### config.mk
export PLATFORM = sky130hd
export DESIGN_NAME = axi_wb_bridge
export DESIGN_NICKNAME = d
export VERILOG_FILES = /design/src/rtl/axwb_pkg.sv /design/src/rtl/axwb_burst_track.sv /design/src/rtl/axwb_arbiter.sv /design/src/rtl/axwb_wb_port.sv /design/src/rtl/axi_wb_bridge.sv
export SDC_FILE = /design/constraint.sdc
export NUM_CORES = 1
export LEC_CHECK = 0
export BUFFER_PORTS_ARGS = -buffer_cell sky130_fd_sc_hd__buf_2
export CAP_MARGIN = 15
export CELL_PAD_IN_SITES_DETAIL_PLACEMENT = 1
export CELL_PAD_IN_SITES_GLOBAL_PLACEMENT = 2
export CORE_AREA = 2 2 280 172
export CTS_BUF_LIST = sky130_fd_sc_hd__clkbuf_2 sky130_fd_sc_hd__clkbuf_4 sky130_fd_sc_hd__clkbuf_8
export DETAILED_ROUTE_END_ITERATION = 6
export DIE_AREA = 0 0 282 174
export GPL_ROUTABILITY_DRIVEN = 1
export PLACE_DENSITY_LB_ADDON = 0.1
export SLEW_MARGIN = 20
export SYNTH_ARGS = -nofsm -noshare
export SYNTH_HDL_FRONTEND = slang
export SYNTH_SLANG_ARGS = --single-unit
### constraint.sdc
create_clock -name clk -period 3.5 [get_ports clk]
set_input_delay 0.7 -clock clk [delete_from_list [all_inputs] [get_ports clk]]
set_output_delay 0.7 -clock clk [all_outputs]
set_load 0.02 [all_outputs]
### src/rtl/axwb_pkg.sv
package axwb_pkg;

    localparam int AXI_AW     = 32;
    localparam int AXI_DW     = 32;
    localparam int AXI_IDW    = 8;
    localparam int AXI_LENW   = 8;
    localparam int AXI_SZW    = 3;
    localparam int STRB_W     = AXI_DW / 8;
    localparam int WORD_SHIFT = $clog2(STRB_W);
    localparam int WB_AW      = AXI_AW - WORD_SHIFT;

    typedef enum logic [1:0] {
        BT_FIXED = 2'b00,
        BT_INCR  = 2'b01,
        BT_WRAP  = 2'b10
    } burst_e;

    localparam logic [1:0] RESP_OK = 2'b00;

    typedef struct packed {
        logic [AXI_AW-1:0]   addr;
        logic [AXI_LENW-1:0] len;
        logic [AXI_SZW-1:0]  size;
        burst_e              kind;
        logic [AXI_IDW-1:0]  id;
    } burst_cmd_t;

    typedef enum logic [2:0] {
        EN_IDLE,
        EN_WDATA,
        EN_WBUS,
        EN_BRESP,
        EN_RISSUE,
        EN_RBUS,
        EN_RRESP
    } eng_state_e;

    // Address of the beat after cur, following the burst type rules.
    function automatic logic [AXI_AW-1:0] next_beat_addr(
        input logic [AXI_AW-1:0]   cur,
        input logic [AXI_LENW-1:0] len,
        input logic [AXI_SZW-1:0]  size,
        input burst_e              kind
    );
        logic [AXI_AW-1:0] step;
        logic [AXI_AW-1:0] span;
        logic [AXI_AW-1:0] mask;
        step = AXI_AW'(1) << size;
        span = (AXI_AW'(len) + AXI_AW'(1)) << size;
        mask = span - AXI_AW'(1);
        case (kind)
            BT_FIXED: next_beat_addr = cur;
            BT_WRAP:  next_beat_addr = (cur & ~mask) | ((cur + step) & mask);
            default:  next_beat_addr = cur + step;
        endcase
    endfunction

    function automatic logic [WB_AW-1:0] to_word(input logic [AXI_AW-1:0] byte_addr);
        to_word = byte_addr[AXI_AW-1:WORD_SHIFT];
    endfunction

endpackage

### src/rtl/axwb_burst_track.sv
module axwb_burst_track
    import axwb_pkg::*;
(
    input  logic                 clk,
    input  logic                 rst,
    input  logic                 load,
    input  burst_cmd_t           cmd_in,
    input  logic                 advance,
    input  logic                 done,
    output logic                 busy,
    output logic [AXI_AW-1:0]    cur_addr,
    output logic                 last,
    output logic [AXI_IDW-1:0]   id
);

    burst_cmd_t          cmd_q;
    logic [AXI_LENW-1:0] cnt_q;
    logic                busy_q;

    always_ff @(posedge clk) begin
        if (rst) begin
            busy_q <= 1'b0;
            cnt_q  <= '0;
            cmd_q  <= '0;
        end else if (load) begin
            busy_q <= 1'b1;
            cnt_q  <= '0;
            cmd_q  <= cmd_in;
        end else begin
            if (advance) begin
                cmd_q.addr <= next_beat_addr(cmd_q.addr, cmd_q.len, cmd_q.size, cmd_q.kind);
                cnt_q      <= cnt_q + AXI_LENW'(1);
            end
            if (done) begin
                busy_q <= 1'b0;
            end
        end
    end

    assign busy     = busy_q;
    assign cur_addr = cmd_q.addr;
    assign last     = (cnt_q == cmd_q.len);
    assign id       = cmd_q.id;


    beat_bound_chk: assert property (@(posedge clk) disable iff (rst)
        advance |-> (busy_q && !last));


    load_idle_chk: assert property (@(posedge clk) disable iff (rst)
        load |-> !busy_q);

endmodule

### src/rtl/axwb_arbiter.sv
module axwb_arbiter (
    input  logic clk,
    input  logic rst,
    input  logic wr_pend,
    input  logic rd_pend,
    input  logic take,
    output logic pick_wr,
    output logic pick_rd
);

    logic prefer_rd_q;

    assign pick_wr = wr_pend && (!rd_pend || !prefer_rd_q);
    assign pick_rd = rd_pend && !pick_wr;

    always_ff @(posedge clk) begin
        if (rst) begin
            prefer_rd_q <= 1'b0;
        end else if (take) begin
            prefer_rd_q <= pick_wr;
        end
    end


    alt_pref_chk: assert property (@(posedge clk) disable iff (rst)
        (take && wr_pend && rd_pend) |=> (prefer_rd_q == $past(pick_wr)));

endmodule

### src/rtl/axwb_wb_port.sv
module axwb_wb_port
    import axwb_pkg::*;
(
    input  logic               clk,
    input  logic               rst,
    input  logic               start,
    input  logic               start_we,
    input  logic [WB_AW-1:0]   start_adr,
    input  logic [STRB_W-1:0]  start_sel,
    input  logic [AXI_DW-1:0]  start_dat,
    output logic               done,
    output logic [AXI_DW-1:0]  rd_data,
    output logic               wb_cyc,
    output logic               wb_stb,
    output logic               wb_we,
    output logic [WB_AW-1:0]   wb_adr,
    output logic [STRB_W-1:0]  wb_sel,
    output logic [AXI_DW-1:0]  wb_dat_w,
    input  logic [AXI_DW-1:0]  wb_dat_r,
    input  logic               wb_ack
);

    logic              cyc_q;
    logic              we_q;
    logic [WB_AW-1:0]  adr_q;
    logic [STRB_W-1:0] sel_q;
    logic [AXI_DW-1:0] dat_q;

    always_ff @(posedge clk) begin
        if (rst) begin
            cyc_q <= 1'b0;
            we_q  <= 1'b0;
            adr_q <= '0;
            sel_q <= '0;
            dat_q <= '0;
        end else if (start) begin
            cyc_q <= 1'b1;
            we_q  <= start_we;
            adr_q <= start_adr;
            sel_q <= start_sel;
            dat_q <= start_dat;
        end else if (cyc_q && wb_ack) begin
            cyc_q <= 1'b0;
        end
    end

    assign done     = cyc_q && wb_ack;
    assign rd_data  = wb_dat_r;
    assign wb_cyc   = cyc_q;
    assign wb_stb   = cyc_q;
    assign wb_we    = we_q;
    assign wb_adr   = adr_q;
    assign wb_sel   = sel_q;
    assign wb_dat_w = dat_q;


    cyc_hold_chk: assert property (@(posedge clk) disable iff (rst)
        (cyc_q && !wb_ack) |=> (cyc_q && $stable(adr_q) && $stable(sel_q) && $stable(we_q) && $stable(dat_q)));


    single_cyc_chk: assert property (@(posedge clk) disable iff (rst)
        start |-> !cyc_q);

endmodule

### src/rtl/axi_wb_bridge.sv
module axi_wb_bridge
    import axwb_pkg::*;
(
    input  logic         clk,
    input  logic         rst,
    input  logic         aw_valid,
    output logic         aw_ready,
    input  logic [31:0]  aw_addr,
    input  logic [7:0]   aw_len,
    input  logic [2:0]   aw_size,
    input  logic [1:0]   aw_burst,
    input  logic [7:0]   aw_id,
    input  logic         w_valid,
    output logic         w_ready,
    input  logic [31:0]  w_data,
    input  logic [3:0]   w_strb,
    input  logic         w_last,
    output logic         b_valid,
    input  logic         b_ready,
    output logic [7:0]   b_id,
    output logic [1:0]   b_resp,
    input  logic         ar_valid,
    output logic         ar_ready,
    input  logic [31:0]  ar_addr,
    input  logic [7:0]   ar_len,
    input  logic [2:0]   ar_size,
    input  logic [1:0]   ar_burst,
    input  logic [7:0]   ar_id,
    output logic         r_valid,
    input  logic         r_ready,
    output logic [31:0]  r_data,
    output logic [7:0]   r_id,
    output logic [1:0]   r_resp,
    output logic         r_last,
    output logic         wb_cyc,
    output logic         wb_stb,
    output logic         wb_we,
    output logic [29:0]  wb_adr,
    output logic [3:0]   wb_sel,
    output logic [31:0]  wb_dat_w,
    input  logic [31:0]  wb_dat_r,
    input  logic         wb_ack
);

    eng_state_e st_q;

    logic              wr_busy, rd_busy;
    logic              wr_last_cnt, rd_last;
    logic [AXI_AW-1:0] wr_addr, rd_addr;
    logic [AXI_IDW-1:0] wr_id, rd_id;
    logic              wr_adv, wr_done, rd_adv, rd_done;
    logic              pick_wr, pick_rd, take;
    logic              bus_start, bus_done;
    logic              bus_we;
    logic [AXI_DW-1:0] bus_rdata;
    logic              wlast_q;
    logic [AXI_DW-1:0] rdata_q;
    burst_cmd_t        aw_cmd, ar_cmd;

    assign aw_cmd = '{addr: aw_addr, len: aw_len, size: aw_size, kind: burst_e'(aw_burst), id: aw_id};
    assign ar_cmd = '{addr: ar_addr, len: ar_len, size: ar_size, kind: burst_e'(ar_burst), id: ar_id};

    assign aw_ready = !wr_busy;
    assign ar_ready = !rd_busy;

    axwb_burst_track u_wtrack (
        .clk      (clk),
        .rst      (rst),
        .load     (aw_valid && aw_ready),
        .cmd_in   (aw_cmd),
        .advance  (wr_adv),
        .done     (wr_done),
        .busy     (wr_busy),
        .cur_addr (wr_addr),
        .last     (wr_last_cnt),
        .id       (wr_id)
    );

    axwb_burst_track u_rtrack (
        .clk      (clk),
        .rst      (rst),
        .load     (ar_valid && ar_ready),
        .cmd_in   (ar_cmd),
        .advance  (rd_adv),
        .done     (rd_done),
        .busy     (rd_busy),
        .cur_addr (rd_addr),
        .last     (rd_last),
        .id       (rd_id)
    );

    assign take = (st_q == EN_IDLE) && (pick_wr || pick_rd);

    axwb_arbiter u_arb (
        .clk     (clk),
        .rst     (rst),
        .wr_pend (wr_busy),
        .rd_pend (rd_busy),
        .take    (take),
        .pick_wr (pick_wr),
        .pick_rd (pick_rd)
    );

    assign bus_we    = (st_q == EN_WDATA);
    assign bus_start = (bus_we && w_valid) || (st_q == EN_RISSUE);

    axwb_wb_port u_port (
        .clk       (clk),
        .rst       (rst),
        .start     (bus_start),
        .start_we  (bus_we),
        .start_adr (bus_we ? to_word(wr_addr) : to_word(rd_addr)),
        .start_sel (bus_we ? w_strb : {STRB_W{1'b1}}),
        .start_dat (w_data),
        .done      (bus_done),
        .rd_data   (bus_rdata),
        .wb_cyc    (wb_cyc),
        .wb_stb    (wb_stb),
        .wb_we     (wb_we),
        .wb_adr    (wb_adr),
        .wb_sel    (wb_sel),
        .wb_dat_w  (wb_dat_w),
        .wb_dat_r  (wb_dat_r),
        .wb_ack    (wb_ack)
    );

    assign wr_adv  = (st_q == EN_WBUS) && bus_done && !wlast_q;
    assign wr_done = (st_q == EN_BRESP) && b_ready;
    assign rd_adv  = (st_q == EN_RRESP) && r_ready && !rd_last;
    assign rd_done = (st_q == EN_RRESP) && r_ready && rd_last;

    always_ff @(posedge clk) begin
        if (rst) begin
            st_q    <= EN_IDLE;
            wlast_q <= 1'b0;
            rdata_q <= '0;
        end else begin
            case (st_q)
                EN_IDLE: begin
                    if (pick_wr)      st_q <= EN_WDATA;
                    else if (pick_rd) st_q <= EN_RISSUE;
                end
                EN_WDATA: begin
                    if (w_valid) begin
                        wlast_q <= w_last;
                        st_q    <= EN_WBUS;
                    end
                end
                EN_WBUS: begin
                    if (bus_done) st_q <= wlast_q ? EN_BRESP : EN_WDATA;
                end
                EN_BRESP: begin
                    if (b_ready) st_q <= EN_IDLE;
                end
                EN_RISSUE: st_q <= EN_RBUS;
                EN_RBUS: begin
                    if (bus_done) begin
                        rdata_q <= bus_rdata;
                        st_q    <= EN_RRESP;
                    end
                end
                EN_RRESP: begin
                    if (r_ready) st_q <= rd_last ? EN_IDLE : EN_RISSUE;
                end
                default: st_q <= EN_IDLE;
            endcase
        end
    end

    assign w_ready = (st_q == EN_WDATA);
    assign b_valid = (st_q == EN_BRESP);
    assign b_id    = wr_id;
    assign b_resp  = RESP_OK;
    assign r_valid = (st_q == EN_RRESP);
    assign r_data  = rdata_q;
    assign r_id    = rd_id;
    assign r_resp  = RESP_OK;
    assign r_last  = rd_last;


    wlast_agree_chk: assert property (@(posedge clk) disable iff (rst)
        (w_valid && w_ready) |-> (w_last == wr_last_cnt));


    b_after_ack_chk: assert property (@(posedge clk) disable iff (rst)
        $rose(b_valid) |-> $past(wb_ack));


    b_hold_chk: assert property (@(posedge clk) disable iff (rst)
        (b_valid && !b_ready) |=> (b_valid && $stable(b_id)));


    r_hold_chk: assert property (@(posedge clk) disable iff (rst)
        (r_valid && !r_ready) |=> (r_valid && $stable(r_data) && $stable(r_last) && $stable(r_id)));


    resp_quiet_chk: assert property (@(posedge clk) disable iff (rst)
        (b_valid || r_valid) |-> !wb_cyc);

endmodule

==> out/qor.txt, run 1 <==
Reg2Reg Depth: 13
Slew headroom: 0.251
Area delta synth->final: 28.7%
Clk sink count: 221
Worst Skew: 9.99 ps
Vias in the first global route: 13800
Post-route ant nets: 0
Antenna violations before repair: 4
Mapped cell area: 12900 sq um
TritonCTS Buffers: 43
Post-DP HPWL: 41.9 mm
Number of enable flip-flop cells after synthesis: 0
Die outline area: 49100 sq um
Filler cells: 5747
Power Density: 535 nW/um^2
P_leak: 6.74 nW
Status: finished clean
Clk root buf: clkbuf_8
First-pass GRT wire length: 84.1 mm
Top_reg_cell synth: dfxtp_1
DP Cell Count: 2620
Min-Delay Path Class: in2reg
Hold depth: 3
Worst Hold Launch: ar_addr[13]
Netlist cell types: 92
Period utilisation layout: 0.954
Clock transition at path regs: 60 ps
Commonest non-fill, non-tap cell in the layout: nand2_1
Starting DRT DRC Count: 746
Longest Clk Path Bufs: 3
Worst setup path class: reg2reg
Top cells by area, synth: dfxtp_1 34%, nand2_1 9.1%, a21oi_1 7.9%
Sequential share of the synthesized area: 0.343
Core area: 46800 sq um
Starting Density: 0.275
Multi-input gate area: 7850 sq um
Final TNS setup: 0 ps
Yosys warnings: 0
Post-Layout Cell Count: 2697
Total track usage: 0.220
Final Hold Fails: 0
CP Launch Type: flip-flop
Via count: 13800
CP Data Arrival Time: 3800 ps
Total grt overflow: 0
TritonRoute pass-1 iters: 4
Slew Limit Fails: 0
Post-synth top area share: 0.343
Share of cells above drive strength 1: 0.280
Mean Syn Cell Area: 7.58 sq um
Crit Path Max Fanout: 8
H-tree depth: 2
Post-synthesis register bit count: 221
CTS tree: done
Vias per cell: 5.12
Reg-to-Reg Start: u_wtrack.cmd_q[14]
R2R setup slack: 160 ps
Routed Wire Length: 55.0 mm
Max VDD drop: 0.277 mV
Min Tclk post-route: 3340 ps
# DRC: 0
Least-Margin Pin Slew: 1110 ps
Asr flop ratio synth: 0
Fmax: 0.299 GHz
Final setup viols: 0
Critical Path Sink Type: flip-flop
Max_cap viols: 0
Most frequent cells in the layout: 308 x nand2_1, 304 x buf_2, 214 x dfxtp_1
Rows: 62
Ports: 310
Nets@finish: 2237
Port-buffer cells: 305
Placer Congestion: 0.874
WL per Instance: 20.4 microns
Register area: 4430 sq um
Pin count of the biggest net entering global routing: 82
WP data required: 3960 ps
Yosys top cell by area: dfxtp_1
Post-Syn Instances: 1699
DIE WIDTH: 282 microns
Die height: 174 microns
Worst skew pair latency: 590 ps
-- cell type report --
type | count | area share
multi-input combinational | 1299 | 0.474
sequential | 221 | 0.267
timing repair buffer | 427 | 0.149
tap | 640 | 0.0483
clock buffer | 64 | 0.0482
inverter | 37 | 0.00838
clock inverter | 8 | 0.00498
antenna | 1 | 0.000151
-- per-layer routing --
| layer | vias up | track usage | wire length [microns] |
|---|---|---|---|
| met5 | - | 0 | 13 |
| met4 | 2 | 0.0412 | 875 |
| met3 | 70 | 0.0543 | 3500 |
| met2 | 329 | 0.324 | 23100 |
| met1 | 6735 | 0.322 | 27600 |
| li1 | 6679 | - | - |
-- logic make-up (layout without fill, tap and decap cells) --
family / count (synthesis) / in the layout / synth area share
and+or+nand+nor: 668 / 668 / 0.237
AOI/OAI and AO/OA: 478 / 478 / 0.242
DFF: 221 / 221 / 0.343
buffers and inverters: 182 / 536 / 0.0628
xor gates and xnor gates: 75 / 75 / 0.0510
muxes: 49 / 49 / 0.0383
adders and majority gates: 25 / 25 / 0.0254
other: 1 / 5 / 0.000291
-- stage by stage --
step | hold slack [ps] | instance area [sq um] | util | total power [mW] | worst slack [ps]
finish | 332 | 16600 | 0.354 | 8.88 | 159
global route | 307 | 16600 | 0.354 | 9.45 | -10.4
CTS | 271 | 16400 | 0.350 | 9.01 | 3.90
detailed placement | 444 | 15500 | 0.331 | 6.14 | -37.2
global placement | 439 | 15500 | 0.331 | 6.09 | -115
floorplan | 436 | 12900 | - | 5.03 | 69.6
-- power breakdown --
group | internal (mW) | switching [mW]
Combinational | 1.07 | 1.88
Sequential | 2.88 | 0.262
Clock | 1.53 | 1.26
Total | 5.48 | 3.40
-- cell usage after synthesis (6+ instances only) --
| library cell | instances |
|---|---|
| nand2_1 | 311 |
| dfxtp_1 | 221 |
| a21oi_1 | 204 |
| nor2_1 | 137 |
| clkbuf_1 | 84 |
| o21ai_0 | 67 |
| a211oi_1 | 50 |
| mux2i_1 | 47 |
| xnor2_1 | 44 |
| nand3_1 | 43 |
| inv_1 | 36 |
| xor2_1 | 31 |
| and3_1 | 29 |
| nor3_1 | 27 |
| nand4_1 | 26 |
| buf_4 | 24 |
| ha_1 | 23 |
| buf_2 | 22 |
| nand2b_1 | 19 |
| a31oi_1 | 14 |
| nor2b_1 | 14 |
| buf_1 | 13 |
| o31ai_1 | 12 |
| nor4_1 | 10 |
| o211ai_1 | 10 |
| o32ai_1 | 10 |
| a21o_1 | 8 |
| and2_1 | 8 |
| o21a_1 | 8 |
| o22ai_1 | 7 |
| a22oi_1 | 6 |
| a311oi_1 | 6 |
| and4_1 | 6 |
| or3_1 | 6 |
-- critical path, stage by stage, from the launching register on --
cell and delay (ps):
dfxtp_1 390, buf_4 190, nand2_1 80, buf_4 160, o2111ai_1 180, o211ai_1 190, or2_2 380, o31ai_4 260
nand3_2 120, buf_4 180, nor3b_1 370, o21ai_0 300, a211oi_1 330, nor4_1 90
-- worst max path at each step --
stage | startpoint | endpoint | slack [ps] | cells past startpoint
floorplan | u_wtrack.cmd_q[11] | flip-flop | 70 | 18
finish | u_wtrack.cmd_q[14] | flip-flop | 160 | 13
CTS | u_wtrack.cmd_q[13] | flip-flop | 4 | 15
detailed placement | u_rtrack.cmd_q[13] | flip-flop | -40 | 12
global placement | u_rtrack.cmd_q[13] | flip-flop | -110 | 12
global route | u_rtrack.cmd_q[13] | flip-flop | -10 | 14
-- repair_timing --
| action | 4_1_cts | 5_1_grt |
|---|---|---|
| endpoints found under the hold margin | 0 | 0 |
| resized for setup | 2 | 41 |
| buffers inserted | 0 | 4 |
| setup endpoints to repair | 3 | 46 |
| pin swaps | 0 | 3 |
| hold buffers | 0 | 0 |
Power figures use the tool's default switching activity.
==> run 2: changes to the inputs <==
--- a/config.mk
+++ b/config.mk
@@ -5,14 +5,15 @@
 export SDC_FILE = /design/constraint.sdc
 export NUM_CORES = 1
 export LEC_CHECK = 0
+export ABC_AREA = 1
 export BUFFER_PORTS_ARGS = -buffer_cell sky130_fd_sc_hd__buf_2
 export CAP_MARGIN = 15
 export CELL_PAD_IN_SITES_DETAIL_PLACEMENT = 1
 export CELL_PAD_IN_SITES_GLOBAL_PLACEMENT = 2
-export CORE_AREA = 2 2 280 172
+export CORE_AREA = 2 2 293 179
 export CTS_BUF_LIST = sky130_fd_sc_hd__clkbuf_2 sky130_fd_sc_hd__clkbuf_4 sky130_fd_sc_hd__clkbuf_8
 export DETAILED_ROUTE_END_ITERATION = 6
-export DIE_AREA = 0 0 282 174
+export DIE_AREA = 0 0 295 181
 export GPL_ROUTABILITY_DRIVEN = 1
 export PLACE_DENSITY_LB_ADDON = 0.1
 export SLEW_MARGIN = 20
==> out/qor.txt, run 2 <==
TritonRoute pass-1 iters: 5 (+1)
Die height: 181 microns (+4.0%)
Synth Area in Simple Gates: 0.371 (+0.134)
Antenna violations before repair: 5 (+1)
Netlist cell types: 61 (-34%)
Clk root buf: clkbuf_8
Ports: 310 (unchanged)
Slew headroom: 0.360 (+0.108)
Post-synth top area share: 0.327 (-0.0165)
Post-synthesis register bit count: 221 (unchanged)
Mean Syn Cell Area: 6.36 sq um (-16%)
Rows: 64 (+3.2%)
H-tree depth: 2 (unchanged)
DIE WIDTH: 295 microns (+4.6%)
CTS tree: done
WP data required: 4020 ps (+60 ps)
CP Data Arrival Time: 3690 ps (-110 ps)
Largest family of logic cells by synthesized area: simple AND/OR/NAND/NOR gates
CP Launch Type: flip-flop
Starting Density: 0.268 (-0.00757)
First-pass GRT wire length: 89.9 mm (+6.9%)
GR Util met1: 0.320 (-0.00198)
Placer Congestion: 0.859 (-1.7%)
Cts hold-fix bufs: 0 (unchanged)
Min-Delay Path Class: in2reg
Area delta synth->final: 23.2%
Synth Area in XOR/XNOR: 0.0233 (-0.0277)
GR Util met3: 0.0444 (-0.00989)
Yosys warnings: 0 (unchanged)
Most frequent cells in the layout: 482 x nand2_1, 360 x nor2_1, 305 x buf_2
Max_cap viols: 0 (unchanged)
Post-Synth Adder-Cell Area: 0.0242 (-0.00122)
Synth Area in Compound Gates: 0.165 (-0.0762)
Fmax: 0.315 GHz (+5.2%)
P_leak: 7.79 nW (+16%)
GRT busiest layer: met2
Top cells by area, synth: dfxtp_1 33%, nand2_1 13%, nor2_1 10%
Worst skew pair latency: 590 ps (about the same)
Synth cell count leaders: 485 x nand2_1, 363 x nor2_1, 221 x dfxtp_1
Filler cells: 6600 (+15%)
Least-Margin Pin Slew: 954 ps (-157 ps)
Crit Path Max Fanout: 4 (-4)
Longest Clk Path Bufs: 3 (unchanged)
Yosys top cell by area: dfxtp_1
Final TNS setup: 0 ps (unchanged)
Starting DRT DRC Count: 828 (+11%)
Vias per cell: 4.81 (-6.1%)
Clock transition at path regs: 60 ps (about the same)
Share of cells above drive strength 1: 0.219 (-0.0614)
Max VDD drop: 0.335 mV (+21%)
RSZ-0062 raised after global routing: no
Total track usage: 0.216 (-0.00369)
Final Hold Fails: 0 (unchanged)
Vias in the first global route: 15100 (+9.0%)
Worst Skew: 45.6 ps (+35.6 ps)
R2R setup slack: 330 ps (+170 ps)
Clk sink count: 221 (unchanged)
# DRC: 0 (unchanged)
Post-DP HPWL: 45.8 mm (+9.2%)
Port-buffer cells: 305 (unchanged)
Core area: 50500 sq um (+8.0%)
Total grt overflow: 0 (unchanged)
Worst setup path class: reg2reg
Number of enable flip-flop cells after synthesis: 0 (unchanged)
Critical Path Sink Type: flip-flop
WL per Instance: 18.6 microns (-8.7%)
PostCTS Resize Cnt: 0 (-2)
Commonest non-fill, non-tap cell in the layout: nand2_1
Post-route ant nets: 0 (unchanged)
Final setup viols: 0 (unchanged)
Power Density: 562 nW/um^2 (+5.0%)
Status: finished clean
Via count: 15100 (+9.1%)
Most numerous cell in the Yosys netlist: nand2_1
Slew Limit Fails: 0 (unchanged)
Pin count of the biggest net entering global routing: 64 (-22%)
Asr flop ratio synth: 0 (unchanged)
TritonCTS Buffers: 42 (-2.3%)
Mapped cell area: 13500 sq um (+5.1%)
Routed Wire Length: 58.4 mm (+6.1%)
Sequential share of the synthesized area: 0.327 (-0.0165)
Min Tclk post-route: 3170 ps (-167 ps)
Period utilisation layout: 0.907 (-0.0476)
ANT cells: 0 (-1)
Post-Syn Instances: 2128 (+25%)
Die outline area: 53400 sq um (+8.8%)
Postcts setup bufs: 0 (unchanged)
Nets@finish: 2619 (+17%)
Multiplexer share of the synthesized area: 0 (-0.0383)
GRT met2 Usage: 0.323 (-0.000527)
Post-route core utilization: 0.330 (-0.0243)
Top_reg_cell synth: dfxtp_1
run 2: per-layer routing:
layer	vias to the layer above	wire length [microns]
li1	7521	-
met1	7169	30100
met2	323	24300
met3	58	3230
met4	4	776
met5	-	20
run 2: cells by family after synthesis:
family	after synthesis
compound gates	409
xor+xnor	36
fa+ha+maj	25
buf+inv	287
flops	221
other cells	1
simple gates	1149
run 2: layout make-up:
| type | count | area (sq um) | share of cell area |
|---|---|---|---|
| Multi-Input combinational cell | 1623 | 7950 | 0.477 |
| Sequential cell | 221 | 4420 | 0.265 |
| Tap cell | 693 | 867 | 0.0520 |
| Clock inverter | 9 | 87.6 | 0.00525 |
| Clock buffer | 65 | 795 | 0.0476 |
| Timing Repair Buffer | 354 | 1920 | 0.115 |
| Inverter | 169 | 638 | 0.0383 |
run 2: power breakdown:
| part | leakage (nW) | internal [mW] | total [mW] | switching (mW) |
|---|---|---|---|---|
| sequential | 1.81 | 3.02 | 3.41 | 0.396 |
| combinational | 5.50 | 0.984 | 3.18 | 2.19 |
| clock | 0.477 | 1.53 | 2.78 | 1.25 |
run 2: worst max-delay path, cell delays in order, from the launching register on:
cell and delay, ps:
dfxtp_1 320, nor3_1 220, ha_1 180, inv_1 60
fa_1 350, inv_1 80, nand2_1 70, nand2_1 60
a21oi_1 110, o21ai_2 310, nand4_1 300, nor3b_1 380
nand2_1 150, nor2_1 140, xor2_1 160, nand2_1 70
a21oi_1 130
run 2: through the flow:
stage | hold WS (ps) | setup WS (ps) | area (sq um) | cells | total power [mW]
floorplan | 439 | 553 | 13500 | 2131 | 5.42
detailed placement | 457 | 247 | 15800 | 3060 | 6.67
global route | 291 | 11.8 | 16700 | 3134 | 10.0
finish | 338 | 326 | 16700 | 3134 | 9.37
CTS | 277 | 220 | 16700 | 3134 | 9.53
global placement | 449 | 398 | 15800 | 3060 | 6.63
run 2: worst paths after layout:
kind	depth (start not counted)	start	end
setup / recovery	16	u_wtrack.cmd_q[10]	flip-flop
hold / removal	3	w_data[15]	u_port.wb_dat_w[15]
setup reg to reg	16	u_wtrack.cmd_q[10]	flip-flop
hold reg to reg	2	u_port.wb_we	u_port.wb_we
